===== src/rtl/i2c_stat_pkg.sv =====
package i2c_stat_pkg;
  localparam int NUM_FLAGS = 8;
  // internal flag order
  localparam int F_SB   = 0;
  localparam int F_ADDR = 1;
  localparam int F_BTF  = 2;
  localparam int F_TXE  = 3;
  localparam int F_RXNE = 4;
  localparam int F_AF   = 5;
  localparam int F_ARLO = 6;
  localparam int F_BERR = 7;

  localparam logic [4:0] OFS_CTL1  = 5'h00;
  localparam logic [4:0] OFS_CTL2  = 5'h04;
  localparam logic [4:0] OFS_DATA  = 5'h10;
  localparam logic [4:0] OFS_STAT1 = 5'h14;
  localparam logic [4:0] OFS_STAT2 = 5'h18;

  localparam int EN_ERR_BIT = 8;
  localparam int EN_EVT_BIT = 9;
  localparam int EN_BUF_BIT = 10;
  localparam int BUSY_BIT   = 1;

  // bit position of an internal flag inside status 1
  function automatic int stat1_pos(input int f);
    case (f)
      F_SB:    return 0;
      F_ADDR:  return 1;
      F_BTF:   return 2;
      F_TXE:   return 7;
      F_RXNE:  return 6;
      F_AF:    return 10;
      F_ARLO:  return 9;
      default: return 8;
    endcase
  endfunction

  function automatic logic [15:0] pack_stat1(input logic [NUM_FLAGS-1:0] f);
    logic [15:0] w;
    w = '0;
    for (int i = 0; i < NUM_FLAGS; i++) w[stat1_pos(i)] = f[i];
    return w;
  endfunction

  function automatic logic evt_request(input logic [NUM_FLAGS-1:0] f,
                                       input logic en_evt, input logic en_buf);
    return en_evt & (f[F_SB] | f[F_ADDR] | f[F_BTF] |
                     (en_buf & (f[F_TXE] | f[F_RXNE])));
  endfunction

  function automatic logic err_request(input logic [NUM_FLAGS-1:0] f,
                                       input logic en_err);
    return en_err & (f[F_AF] | f[F_ARLO] | f[F_BERR]);
  endfunction
endpackage


===== src/rtl/i2c_flag_cell.sv =====
module i2c_flag_cell (
  input  logic clk,
  input  logic rst_n,
  input  logic set_i,
  input  logic clr_i,
  output logic flag_o
);
  always_ff @(posedge clk or negedge rst_n) begin
    if (!rst_n)     flag_o <= 1'b0;
    else if (set_i) flag_o <= 1'b1;
    else if (clr_i) flag_o <= 1'b0;
  end

  a_r12_set_dominates: assert property (@(posedge clk) disable iff (!rst_n)
    set_i |=> flag_o);
endmodule


===== src/rtl/i2c_seq_arm.sv =====
module i2c_seq_arm (
  input  logic clk,
  input  logic rst_n,
  input  logic flag_i,
  input  logic stat_rd_i,
  input  logic consume_i,
  output logic armed_o
);
  always_ff @(posedge clk or negedge rst_n) begin
    if (!rst_n)                    armed_o <= 1'b0;
    else if (consume_i)            armed_o <= 1'b0;
    else if (stat_rd_i && flag_i)  armed_o <= 1'b1;
  end

  // arming is only meaningful while the guarded flag is up
  a_r7_arm_implies_flag: assert property (@(posedge clk) disable iff (!rst_n)
    armed_o |-> flag_i);
endmodule


===== src/rtl/i2c_irq_gen.sv =====
module i2c_irq_gen
  import i2c_stat_pkg::*;
(
  input  logic [NUM_FLAGS-1:0] flags_i,
  input  logic                 en_evt_i,
  input  logic                 en_buf_i,
  input  logic                 en_err_i,
  output logic                 irq_evt_o,
  output logic                 irq_err_o
);
  always_comb begin
    irq_evt_o = evt_request(flags_i, en_evt_i, en_buf_i);
    irq_err_o = err_request(flags_i, en_err_i);
  end
endmodule


===== src/rtl/i2c_stat_irq.sv =====
module i2c_stat_irq
  import i2c_stat_pkg::*;
#(
  parameter int AW = 5,
  parameter int DW = 16
) (
  input  logic          clk,
  input  logic          rst_n,
  input  logic          ev_start_sent,
  input  logic          ev_addr_done,
  input  logic          ev_byte_done,
  input  logic          ev_tx_empty,
  input  logic          ev_rx_full,
  input  logic          ev_ack_fail,
  input  logic          ev_arb_lost,
  input  logic          ev_bus_err,
  input  logic          bus_busy,
  input  logic          reg_rd,
  input  logic          reg_wr,
  input  logic [AW-1:0] reg_addr,
  input  logic [DW-1:0] reg_wdata,
  output logic [DW-1:0] reg_rdata,
  output logic          irq_event,
  output logic          irq_error
);
  localparam int NUM_ARMS = 3;

  logic [NUM_FLAGS-1:0] set_v, clr_v, flags;
  logic [NUM_ARMS-1:0]  arm_v, consume_v;
  logic en_err, en_evt, en_buf;

  // named access events
  logic sel_ctl2, sel_data, sel_st1, sel_st2;
  logic st1_rd, st1_wr, st2_rd, dat_rd, dat_wr, ctl2_wr;

  assign sel_ctl2 = (reg_addr == AW'(OFS_CTL2));
  assign sel_data = (reg_addr == AW'(OFS_DATA));
  assign sel_st1  = (reg_addr == AW'(OFS_STAT1));
  assign sel_st2  = (reg_addr == AW'(OFS_STAT2));
  assign st1_rd   = reg_rd & sel_st1;
  assign st1_wr   = reg_wr & sel_st1;
  assign st2_rd   = reg_rd & sel_st2;
  assign dat_rd   = reg_rd & sel_data;
  assign dat_wr   = reg_wr & sel_data;
  assign ctl2_wr  = reg_wr & sel_ctl2;

  assign set_v = {ev_bus_err, ev_arb_lost, ev_ack_fail, ev_rx_full,
                  ev_tx_empty, ev_byte_done, ev_addr_done, ev_start_sent};

  // sequence-clear consumers: 0 = start-sent, 1 = address, 2 = byte-done
  assign consume_v[0] = dat_wr & arm_v[0];
  assign consume_v[1] = st2_rd & arm_v[1];
  assign consume_v[2] = (dat_rd | dat_wr) & arm_v[2];

  always_comb begin
    clr_v         = '0;
    clr_v[F_SB]   = consume_v[0];
    clr_v[F_ADDR] = consume_v[1];
    clr_v[F_BTF]  = consume_v[2];
    clr_v[F_TXE]  = dat_wr;
    clr_v[F_RXNE] = dat_rd;
    clr_v[F_AF]   = st1_wr & ~reg_wdata[stat1_pos(F_AF)];
    clr_v[F_ARLO] = st1_wr & ~reg_wdata[stat1_pos(F_ARLO)];
    clr_v[F_BERR] = st1_wr & ~reg_wdata[stat1_pos(F_BERR)];
  end

  for (genvar i = 0; i < NUM_FLAGS; i++) begin : g_flag
    i2c_flag_cell u_cell (
      .clk(clk), .rst_n(rst_n), .set_i(set_v[i]), .clr_i(clr_v[i]),
      .flag_o(flags[i])
    );
  end

  for (genvar k = 0; k < NUM_ARMS; k++) begin : g_arm
    localparam int FI = (k == 0) ? F_SB : (k == 1) ? F_ADDR : F_BTF;
    i2c_seq_arm u_arm (
      .clk(clk), .rst_n(rst_n), .flag_i(flags[FI]), .stat_rd_i(st1_rd),
      .consume_i(consume_v[k]), .armed_o(arm_v[k])
    );
  end

  always_ff @(posedge clk or negedge rst_n) begin
    if (!rst_n) begin
      en_err <= 1'b0;
      en_evt <= 1'b0;
      en_buf <= 1'b0;
    end else if (ctl2_wr) begin
      en_err <= reg_wdata[EN_ERR_BIT];
      en_evt <= reg_wdata[EN_EVT_BIT];
      en_buf <= reg_wdata[EN_BUF_BIT];
    end
  end

  always_comb begin
    reg_rdata = '0;
    if (sel_st1) begin
      reg_rdata = DW'(pack_stat1(flags));
    end else if (sel_st2) begin
      reg_rdata[BUSY_BIT] = bus_busy;
    end else if (sel_ctl2) begin
      reg_rdata[EN_ERR_BIT] = en_err;
      reg_rdata[EN_EVT_BIT] = en_evt;
      reg_rdata[EN_BUF_BIT] = en_buf;
    end
  end

  i2c_irq_gen u_irq (
    .flags_i(flags), .en_evt_i(en_evt), .en_buf_i(en_buf), .en_err_i(en_err),
    .irq_evt_o(irq_event), .irq_err_o(irq_error)
  );

  a_r5_event_needs_enable: assert property (@(posedge clk) disable iff (!rst_n)
    !en_evt |-> !irq_event);
  a_r6_error_needs_enable: assert property (@(posedge clk) disable iff (!rst_n)
    !en_err |-> !irq_error);
  a_r7_addr_sequence_clears: assert property (@(posedge clk) disable iff (!rst_n)
    (st2_rd && arm_v[1] && !ev_addr_done) |=> !flags[F_ADDR]);
  a_r8_sb_sequence_clears: assert property (@(posedge clk) disable iff (!rst_n)
    (dat_wr && arm_v[0] && !ev_start_sent) |=> !flags[F_SB]);
  a_r11_write_one_keeps: assert property (@(posedge clk) disable iff (!rst_n)
    (st1_wr && flags[F_AF] && reg_wdata[stat1_pos(F_AF)]) |=> flags[F_AF]);
  a_r11_event_flags_untouched: assert property (@(posedge clk) disable iff (!rst_n)
    (st1_wr && flags[F_ADDR]) |=> flags[F_ADDR]);
  a_r1_single_strobe: assert property (@(posedge clk) disable iff (!rst_n)
    !(reg_rd && reg_wr));
endmodule


===== config.mk =====
export PLATFORM = sky130hd
export DESIGN_NAME = i2c_stat_irq
export DESIGN_NICKNAME = d
export VERILOG_FILES = /design/src/rtl/i2c_stat_pkg.sv /design/src/rtl/i2c_flag_cell.sv /design/src/rtl/i2c_seq_arm.sv /design/src/rtl/i2c_irq_gen.sv /design/src/rtl/i2c_stat_irq.sv
export SDC_FILE = /design/constraint.sdc
export NUM_CORES = 1
export LEC_CHECK = 0
export ABC_CLOCK_PERIOD_IN_PS = 1300
export BUFFER_PORTS_ARGS = -buffer_cell sky130_fd_sc_hd__buf_2
export CAP_MARGIN = 15
export CELL_PAD_IN_SITES_DETAIL_PLACEMENT = 2
export CELL_PAD_IN_SITES_GLOBAL_PLACEMENT = 2
export CORE_MARGIN = 5
export CORE_UTILIZATION = 20
export DETAILED_ROUTE_END_ITERATION = 7
export PLACE_DENSITY_LB_ADDON = 0.15
export SYNTH_ARGS = -nofsm -noshare
export SYNTH_HDL_FRONTEND = slang
export SYNTH_SLANG_ARGS = --single-unit

===== constraint.sdc =====
create_clock -name clk -period 1.3 [get_ports clk]
set_input_delay 0.325 -clock clk [delete_from_list [all_inputs] [get_ports clk]]
set_output_delay 0.325 -clock clk [all_outputs]
set_load 0.005 [all_outputs]

# == After elaboration in Yosys (flattened, before gate mapping) ==
# Index checks and enable logic that the tools add are counted.
# word_totals
register_bits,14
# op_classes
order_cmp,16
eq_ne,4
mux,61
bitwise,26
n_reduce_logical,22
# ops
op,count
32-bit by 1-bit >= comparator with 1-bit output (second input constant),8
32-bit by 6-bit less-than comparator with 1-bit output (second input constant),8
32-bit two-way mux,8
16-bit bitwise mux,7
1-bit two-way mux,33
1-bit demux with 4-bit select,8
2-bit nonzero test,11
16-bit AND,1
1-bit AND,15
5-bit equality test (second input constant),3
1-bit logical AND,11
3-bit two-way mux,3
1-bit bitwise OR,7
6-bit two-way mux,1
5-bit by 3-bit equality test with 1-bit output (second input constant),1
5-bit two-way mux,1
1-bit inverter,3

# == Longest topological paths before layout ==
# logic_depth
ltp_word,15
mapped_depth,4
depth_no_buf,3

# == Hierarchy ==
# Synthesis repeated with hierarchy kept, for this count alone.
# unflattened
cells_unflattened,85
hier_area_um2,828.3
# modules_own_cells
module,n_inst,cells_per_inst,area_each_um2
i2c_stat_irq,1,48,410.4
i2c_flag_cell,8,3,36.3
i2c_seq_arm,3,3,33.8
i2c_irq_gen,1,4,26.3

# == Worst setup path before layout ==
# Ideal clock, no wire load.
# synth_timing
path_kind,input to output
startpoint,input port reg_addr[1]
endpoint,output port reg_rdata[10]
arrival_ps,1018
required_ps,975
slack_ps,-43
cell_stages,4
cell_sequence,nor3b_4 > nor2b_1 > buf_4 > a22o_1
# synth_via
elab_chain_len,4
elab_cells_between_ends,6
classes_between,3 x eq/ne; 3 x mux
# synth_rtl
item,line,rtl
"start, declared",i2c_stat_irq.sv:20,"input logic [AW-1:0] reg_addr,"
5-bit by 3-bit equality test with 1-bit output,i2c_stat_irq.sv:36,assign sel_ctl2 = (reg_addr == AW'(OFS_CTL2));
3-bit two-way mux,i2c_stat_irq.sv:100,end else if (sel_ctl2) begin
3-bit two-way mux,i2c_stat_irq.sv:98,end else if (sel_st2) begin
3-bit two-way mux *,i2c_stat_irq.sv:96,if (sel_st1) begin
"end, declared",i2c_stat_irq.sv:22,"output logic [DW-1:0] reg_rdata,"
# Mark *: on every way between the ends. The rest lies on a longest branch, timed or not.

# == Worst setup path after layout ==
# layout_timing
startpoint,input port reg_addr[1]
endpoint,output port reg_rdata[9]
# The elaborated chain is that of the path after synthesis.

==> impl_results.md <==
* Final-layout fill cell count at 439
* Buffers on Ports at 30
* Final cell count without fillers at 173
* P_sw at 274 uW
* Clock H-tree levels at 1
* FF-to-FF Start: g_flag[2].u_cell.flag_o
* Area growth syn-to-layout at 49.9%
* CTS buffer count at 3
* Clk Latency, worst-skew pair at 0.24 ns
* Final ANT Viol Nets at 0
* Ys async rst share at 100%
* Clock power frac at 37.3%
* Pin count of the biggest net entering global routing at 15
* Internal power at 859 uW
* DP Area at 1030 sq um
* Diodes inserted at 0
* Yosys top cell by area: dfrtp_1
* Root buffer cell: clkbuf_8
* Initial antenna violation count at 0
* Pleak at 0.524 nW
* Worst Skew at 0.000742 ns
* Sequential area share after synthesis at 43.5%
* Synth area leaders: dfrtp_1 (44%), buf_4 (8.4%), a22o_1 (4.4%)
* Core area at 3940 sq um
* FF-to-FF End: g_arm[2].u_arm.armed_o
* Hold Path Origin: ev_tx_empty
* Cell Area, Synth at 805 sq um
* Part of the cycle the worst path needs at 118%
* Total Power at 1.13 mW
* Final wirelength at 2600 um
* Synth top area share at 43.5%
* Row count at 23
* Hold_ws at 0.265 ns
* Logic pwr share at 18.2%
* Switching share of power at 24.2%
* Syn. warnings at 0
* Dpl cells at 163
* Vias in the first global route at 839
* Register area at 352 sq um
* Final worst slack at -0.232 ns
* Via Count at 745
* Worst Path Required at 0.98 ns
* Sequential power share at 44.5%
* Worst hold stages at 2
* Top-Level Pins at 52
* Total GRT Usage at 10.8%
* HPWL after detailed placement at 2080 um
* Pwr/cell area at 939 nW/um^2
* Hold Crit Endpoint: g_flag[3].u_cell.flag_o
* R2R setup slack at 0.40 ns
* NumNets Final at 158
* Multi-input logic area at 440 sq um
* Unique masters post-synth at 27
* Peak supply drop at 0.556 mV
* Final Max Slew Viols at 0
* Starting Density at 20.4%
* Critical path arrival at 1.21 ns
* Max Root-Sink Buffers at 2
* First-pass iteration count of the detailed router at 4
* CP Max Fanout at 5
* Commonest non-fill, non-tap cell in the layout: buf_2
* CTS tree: yes
* Kind of critical path: primary input to output pin
* Commonest cells after routing, fill and taps aside: buf_2 (25), dfrtp_1 (13), buf_4 (9), conb_1 (8), buf_6 (7)
* Max Clk Rate at 653 MHz
* Die area at 5390 sq um
* Place WS at -0.386 ns
* FF-to-FF path depth at 2
* Synthesized flop and latch total at 14
* Ys flop type: dfrtp_1
* Post-route minimum period at 1.53 ns
* Setup crit start kind: primary input
* Chip height at 73.4 um
* Status: finished with violations
* CTS Sinks at 14
* Global-route wire length before repair at 4380 um
* GP Congestion at 0.756
* Drc violations at 0
* Setup violators final at 10
* Wirelength per Cell at 15.0 um
* Hold crit path type: primary input to flip-flop
* DR vias/cell at 4.31
* Synth Area per Inst at 10.3 sq um
* RSZ-0062 raised after global routing: true
* Clock transition at path regs at 0.06 ns
* 1st-iter DRT viols at 19
* EDFF count, synth at 0
* Die width at 73.4 um
* Congestion Overflow GR at 0
* Post-Layout Inst Area at 1210 sq um
* Violated checks: negative setup slack
* Max-cap violations at 0
* Share of cells above drive strength 1 at 47.2%
* Final hold violations at 0
* Endpoint class of the critical path: output pin
* Cell count after synthesis at 78
[critical path, stage by stage]
cell     delay [ns]
buf_8          0.10
nor3b_4        0.20
nor2b_4        0.20
buf_6          0.13
a22o_1         0.14
buf_2          0.11
[kinds of logic after synthesis]
group,Yosys count,synth area share (%)
simple gates,31,24.6
buf+inv,9,8.40
mux,3,4.20
flops,14,43.5
other cells,1,0.466
compound gates,20,18.8
[worst max path at each step]
| stage | from | endpoint | slack [ns] | cells past startpoint |
|---|---|---|---|---|
| detailed placement | reg_addr[1] | reg_rdata[9] | -0.39 | 5 |
| global route | reg_addr[1] | reg_rdata[8] | -0.31 | 6 |
| global placement | reg_addr[1] | reg_rdata[9] | -0.37 | 5 |
| CTS | reg_addr[1] | reg_rdata[9] | -0.26 | 6 |
| finish | reg_addr[1] | reg_rdata[9] | -0.23 | 6 |
| floorplan | reg_addr[0] | reg_rdata[10] | -0.04 | 4 |
[cell type report]
| class | instances | area share [%] |
|---|---|---|
| repair buffers | 43 | 24.6 |
| well taps | 50 | 5.19 |
| flip-flops and latches | 14 | 29.1 |
| clock buffers | 4 | 4.56 |
| multi-input cells | 62 | 36.5 |
[registers in the layout (all words and copies together) (netlist names)]
name,cells
en_evt,1
en_buf,1
en_err,1
g_arm.u_arm.armed_o,3
g_flag.u_cell.flag_o,8
[Yosys cell counts (2+ instances only)]
cell type	instances
buf_4	9
o21ai_0	4
nor3_1	2
nor2b_1	3
a22o_1	4
and2_1	5
nand2_1	3
nand3_1	2
nand4bb_1	2
nor2_1	4
nand2b_1	5
mux2_2	3
o31ai_1	3
a21o_1	3
dfrtp_1	14
[power groups by stage]
stage | clock network (mW) | logic [mW] | registers (mW)
floorplan | 0 | 0.106 | 0.503
global placement | 0 | 0.182 | 0.509
detailed placement | 0 | 0.187 | 0.511
CTS | 0.445 | 0.207 | 0.504
global route | 0.466 | 0.234 | 0.509
finish | 0.423 | 0.206 | 0.504
[what timing repair did]
action / CTS / global route
endpoints found under the setup margin: 10 / 10
cloned: 1 / 0
gates resized for setup: 20 / 4
buffers inserted: 2 / 2
hold endpoints to repair: 14 / 0
hold buffers: 1 / 0
pin swaps: 4 / 1
[through the flow]
stage               util [%]  TNS (ns)
floorplan                  -    -0.234
global placement        26.1     -2.75
detailed placement      26.1     -2.95
CTS                     30.0     -2.01
global route            30.6     -2.32
finish                  30.6     -1.67
[per-layer routing]
metal / part of all wire, % / GRT usage, %
met2: 53 / 19.2
met5: 0 / 0
met3: 5.0 / 2.87
met1: 40 / 12.9
met4: 1.2 / 2.41
Note: power is estimated with default switching activity, not from simulation.
